<file path="config.mk">
export PLATFORM = sky130hd
export DESIGN_NAME = cmp_action_unit
export DESIGN_NICKNAME = d
export VERILOG_FILES = /design/src/rtl/cmp_action_pkg.sv /design/src/rtl/cmp_action_ctrl.sv /design/src/rtl/cmp_action_dp.sv /design/src/rtl/cmp_action_unit.sv
export SDC_FILE = /design/constraint.sdc
export NUM_CORES = 1
export LEC_CHECK = 0
export BUFFER_PORTS_ARGS = -buffer_cell sky130_fd_sc_hd__buf_2
export CORE_MARGIN = 2
export CORE_UTILIZATION = 45
export CTS_BUF_LIST = sky130_fd_sc_hd__clkbuf_2
export CTS_CLUSTER_SIZE = 24
export DETAILED_ROUTE_END_ITERATION = 12
export PLACE_DENSITY = 0.85
export SETUP_SLACK_MARGIN = 0.4
export SLEW_MARGIN = 20
export SYNTH_ARGS = -nofsm -noshare
export SYNTH_HDL_FRONTEND = slang
export SYNTH_SLANG_ARGS = --single-unit
</file>
<file path="constraint.sdc">
create_clock -name clk -period 3.5 [get_ports clk]
set_clock_uncertainty 0.1 [all_clocks]
set_input_delay 0.7 -clock clk [delete_from_list [all_inputs] [get_ports clk]]
set_output_delay 0.7 -clock clk [all_outputs]
set_load 0.02 [all_outputs]
</file>
<file path="src/rtl/cmp_action_pkg.sv">
package cmp_action_pkg;

  localparam int MODE_W = 4;

  typedef enum logic [MODE_W-1:0] {
    MODE_OFF    = 4'b0000,
    MODE_TOGGLE = 4'b0010,
    MODE_SET    = 4'b1000,
    MODE_CLEAR  = 4'b1001,
    MODE_IRQ    = 4'b1010,
    MODE_EVENT  = 4'b1011
  } cmpMode_e;

  // Strobes passed from control to datapath each cycle
  typedef struct packed {
    logic pinLoad;     // load pinValue into the output pin
    logic pinValue;
    logic pinToggle;   // invert the output pin
    logic irqPulse;
    logic eventPulse;  // timer clear request
    logic adcPulse;    // conversion start request
    logic disarm;      // forget the previous compare state
  } ctrlStrobes_t;

endpackage

</file>
<file path="src/rtl/cmp_action_ctrl.sv">
module cmp_action_ctrl
  import cmp_action_pkg::*;
(
  input  logic              clk,
  input  logic              rstN,
  input  logic [MODE_W-1:0] modeSel,
  input  logic              matchHit,
  input  logic              adcEnable,
  output ctrlStrobes_t      strobes
);

  logic [MODE_W-1:0] modeLast;
  logic              wasActive;
  logic              active;
  logic              entry;
  logic              fire;

  always_comb begin
    active = (modeSel == MODE_TOGGLE) || (modeSel == MODE_SET) ||
             (modeSel == MODE_CLEAR)  || (modeSel == MODE_IRQ) ||
             (modeSel == MODE_EVENT);
    entry  = active && (!wasActive || (modeSel != modeLast));
    fire   = active && matchHit;
  end

  always_comb begin
    strobes        = '0;
    strobes.disarm = !active;
    if (!active) begin
      strobes.pinLoad  = 1'b1;
      strobes.pinValue = 1'b0;
    end else begin
      // starting level on mode entry
      if (entry && modeSel == MODE_SET) begin
        strobes.pinLoad  = 1'b1;
        strobes.pinValue = 1'b0;
      end
      if (entry && modeSel == MODE_CLEAR) begin
        strobes.pinLoad  = 1'b1;
        strobes.pinValue = 1'b1;
      end
      // match action overrides the entry load
      if (fire) begin
        strobes.irqPulse = 1'b1;
        case (modeSel)
          MODE_TOGGLE: strobes.pinToggle = 1'b1;
          MODE_SET: begin
            strobes.pinLoad  = 1'b1;
            strobes.pinValue = 1'b1;
          end
          MODE_CLEAR: begin
            strobes.pinLoad  = 1'b1;
            strobes.pinValue = 1'b0;
          end
          MODE_EVENT: begin
            strobes.eventPulse = 1'b1;
            strobes.adcPulse   = adcEnable;
          end
          default: ;
        endcase
      end
    end
  end

  always_ff @(posedge clk or negedge rstN) begin
    if (!rstN) begin
      modeLast  <= MODE_OFF;
      wasActive <= 1'b0;
    end else begin
      modeLast  <= modeSel;
      wasActive <= active;
    end
  end

endmodule

</file>
<file path="src/rtl/cmp_action_dp.sv">
module cmp_action_dp
  import cmp_action_pkg::*;
#(
  parameter int TIMER_W = 16
) (
  input  logic               clk,
  input  logic               rstN,
  input  logic [TIMER_W-1:0] timerValue,
  input  logic [TIMER_W-1:0] cmpValue,
  input  ctrlStrobes_t       strobes,
  output logic               matchHit,
  output logic               outPin,
  output logic               irqFlag,
  output logic               timerClear,
  output logic               adcStart
);

  logic eqNow;
  logic eqPrev;

  always_comb begin
    eqNow    = (timerValue == cmpValue);
    matchHit = eqNow && !eqPrev;  // one action per arrival
  end

  always_ff @(posedge clk or negedge rstN) begin
    if (!rstN) begin
      eqPrev     <= 1'b0;
      outPin     <= 1'b0;
      irqFlag    <= 1'b0;
      timerClear <= 1'b0;
      adcStart   <= 1'b0;
    end else begin
      eqPrev <= strobes.disarm ? 1'b0 : eqNow;
      if (strobes.pinLoad) begin
        outPin <= strobes.pinValue;
      end else if (strobes.pinToggle) begin
        outPin <= ~outPin;
      end
      irqFlag    <= strobes.irqPulse;
      timerClear <= strobes.eventPulse;
      adcStart   <= strobes.adcPulse;
    end
  end

endmodule

</file>
<file path="src/rtl/cmp_action_unit.sv">
module cmp_action_unit
  import cmp_action_pkg::*;
#(
  parameter int TIMER_W = 16
) (
  input  logic               clk,
  input  logic               rstN,
  input  logic [MODE_W-1:0]  modeSel,
  input  logic [TIMER_W-1:0] cmpValue,
  input  logic [TIMER_W-1:0] timerValue,
  input  logic               adcEnable,
  output logic               outPin,
  output logic               irqFlag,
  output logic               timerClear,
  output logic               adcStart
);

  ctrlStrobes_t strobes;
  logic         matchHit;

  cmp_action_ctrl uCtrl (
    .clk       (clk),
    .rstN      (rstN),
    .modeSel   (modeSel),
    .matchHit  (matchHit),
    .adcEnable (adcEnable),
    .strobes   (strobes)
  );

  cmp_action_dp #(.TIMER_W(TIMER_W)) uDp (
    .clk        (clk),
    .rstN       (rstN),
    .timerValue (timerValue),
    .cmpValue   (cmpValue),
    .strobes    (strobes),
    .matchHit   (matchHit),
    .outPin     (outPin),
    .irqFlag    (irqFlag),
    .timerClear (timerClear),
    .adcStart   (adcStart)
  );

endmodule

</file>
==> impl_metrics.tcl <==
set metrics [dict create \
    status "completed" \
    area_delta_synth_final_pct 35.2 \
    power_leakage_nw 0.468 \
    cp-start-kind "input pin" \
    setup_viol 0 \
    slew_headroom_pct 77.5 \
    grt_pass1_vias 628 \
    drtIter0Drc 14 \
    clock_latency_ns 0.25 \
    use_met3_pct 3.02 \
    grt_util_all_layers_pct 17.4 \
    routed_wl_um 1390 \
    cts.path.max_buffers 2 \
    antenna_left 0 \
    drt_first_pass_iters 4 \
    ios 43 \
    synth_common_cells "xor2_1 (19), dfrtp_1 (10), nor4_1 (8)" \
    yosysWarnings 0 \
    dieHeight_um 42.3 \
    antenna_cells 0 \
    fin_setup_tns_ns 0 \
    cts_made_buffers 3 \
    cts.sinks 10 \
    cts-root-buf "clkbuf_2" \
    peakVddDrop_mv 0.174 \
    hold_path.class "input pin to asynchronous set/reset pin" \
    cts_setup_buffers 0 \
    cts_resized 0 \
    vias 645 \
    worstSetupPathType "input pin to flop" \
    seq_power_share_pct 49.4 \
    io_buffer_count 42 \
    dieArea_um2 1790 \
    maxCapViolations 0 \
    hold_buffers 0 \
    dp_hpwl_um 1210 \
    num_rows 13 \
    hold_violations 0 \
    fin_crit_sh_pct 62.1 \
    vias_per_cell 5.12 \
    grt.met2_usage_pct 31.7 \
    wl_per_cell_um 11.0 \
    worst_pin_slew_ns 0.337 \
    async_reset_ff_share_pct 100 \
    met1_usage_pct 20.2 \
    gp_congestion 0.885 \
    power.switching_mw 0.0719 \
    tritoncts "yes" \
    cts.clk_slew.worst_paths_ns 0.10 \
    syn_inst 67 \
    slew_viol_final 0 \
    antenna_found_initial 0 \
    synth_seq_cells 10 \
    clock.fmax_mhz 460 \
    internal_power_mw 0.176 \
    yosysTopAreaCell "dfrtp_1" \
    p_sw_share_pct 29.1 \
    synth_edf_count 0 \
    synth_cell_types 21 \
    grt-busiest-layer "met2" \
    drive_above_1_share_pct 42.3 \
    cp.arrival_ns 2.22 \
    fin_nets 152 \
    period_needed_ns 2.17 \
    synth_nets 106 \
    netlist_area_um2 661 \
    clkPwrFrac_pct 24.1 \
    avgSynthCellArea_um2 9.86 \
    drc 0 \
    start_util_pct 49.5 \
    crit_path_end_kind "flop" \
    crit_path_max_fanout 6 \
    yosys-top-cells-area "dfrtp_1 (38%), xor2_1 (25%), nor4_1 (7.6%), inv_1 (3.4%), o41ai_2 (2.5%)" \
    overflow 0 \
    power_per_cell_area_nw_per_um2 277 \
    die_w_um 42.3 \
    htreeDepth 1 \
    rsz0062_at_grt "no" \
    grt_pass1_wl_um 2440 \
    synth_top_area_share_pct 37.9 \
    grt_max_degree 11 \
    cp.required_ns 3.55 \
    synth_most_common_cell "xor2_1" \
    synth_seq_area_share_pct 37.9 \
    p_comb_share_pct 26.4 \
    final_util_pct 67.0 \
    yosys_most_used_dff "dfrtp_1" \
    core_area_um2 1330 \
]
==> sequential cells by signal (all words and copies together), names as in the netlist <==
| register | flops |
|---|---|
| uDp.eqPrev | 1 |
| uCtrl.modeLast | 4 |
| uDp.irqFlag | 1 |
| uDp.timerClear | 1 |
| uDp.outPin | 1 |
| uCtrl.wasActive | 1 |
| uDp.adcStart | 1 |
==> final cells by class <==
class / instances / area, um2
flip-flops and latches: 10 / 250
inverters: 6 / 22.5
multi-input cells: 50 / 377
repair buffers: 42 / 210
clock buffers: 3 / 15.0
fillers: 112 / 440
well taps: 15 / 18.8
==> power by group through the flow <==
| stage | clock, mW | sequential [mW] | combinational, mW |
|---|---|---|---|
| after global placement | 0 | 0.125 | 0.0637 |
| after floorplan | 0 | 0.125 | 0.0323 |
| after CTS | 0.0610 | 0.122 | 0.0662 |
| after detailed placement | 0 | 0.125 | 0.0660 |
| after global routing | 0.0646 | 0.123 | 0.0739 |
| final | 0.0598 | 0.122 | 0.0655 |
==> cell usage in the layout (no fill, tap or decap), types with 2 or more instances in the layout <==
master / netlist / routed
dfrtp_1: 10 / 10
or3_1: 2 / 2
or4_1: 2 / 2
a21oi_1: 2 / 2
inv_1: 6 / 6
buf_2: 0 / 42
xor2_1: 19 / 19
clkbuf_2: 0 / 3
nand2_1: 2 / 2
nand2b_1: 2 / 2
nor4_1: 8 / 8
nor2_1: 3 / 3
==> routing by layer <==
metal / vias to the layer above / part of all wire [%] / wire [um]
met5: - / 0 / 0
met1: 286 / 39 / 541
li1: 321 / - / -
met3: 4 / 8.3 / 116
met2: 34 / 51 / 713
met4: 0 / 1.4 / 20
==> final timing paths <==
path / startpoint / to / slack, ns / depth (start not counted)
worst max-delay path: modeSel[3] / uDp.outPin / 1.33 / 6
worst min-delay path: rstN / uDp.eqPrev / 0.20 / 1
worst max register to register: uCtrl.modeLast[3] / uDp.outPin / 1.56 / 5
worst min register to register: uDp.eqPrev / uDp.irqFlag / 0.53 / 2
max in group asynchronous: rstN / uCtrl.modeLast[3] / 2.90 / 1
min in group clk: uDp.eqPrev / uDp.irqFlag / 0.53 / 2
==> worst max-delay path, cell delays in order <==
cell and delay [ns]:
buf_2 0.14, xor2_1 0.19, o41ai_2 0.31, a21oi_1 0.09, or4_1 0.51, a32o_1 0.27
==> stage by stage <==
stage / cells / total power [mW] / cell area (um2) / worst slack (ns) / hold slack (ns)
after global routing: 126 / 0.261 / 893 / 1.23 / 0.201
after global placement: 123 / 0.188 / 878 / 1.09 / 0.462
after CTS: 126 / 0.250 / 893 / 1.33 / 0.203
after floorplan: 67 / 0.158 / 661 / 1.20 / 0.304
after detailed placement: 123 / 0.191 / 878 / 1.07 / 0.473
final: 126 / 0.248 / 893 / 1.33 / 0.195
==> kinds of logic (layout without fill, tap and decap cells) <==
group                  count (synthesis)  after routing  share of synthesized area [%]
AO/OA/AOI/OAI                          7              7                           8.90
flip-flops                            10             10                           37.9
buffers and inverters                  7             51                           5.11
XOR/XNOR                              21             21                           29.0
AND/OR/NAND/NOR                       22             22                           19.1
Note: power is estimated with default switching activity, not from simulation.
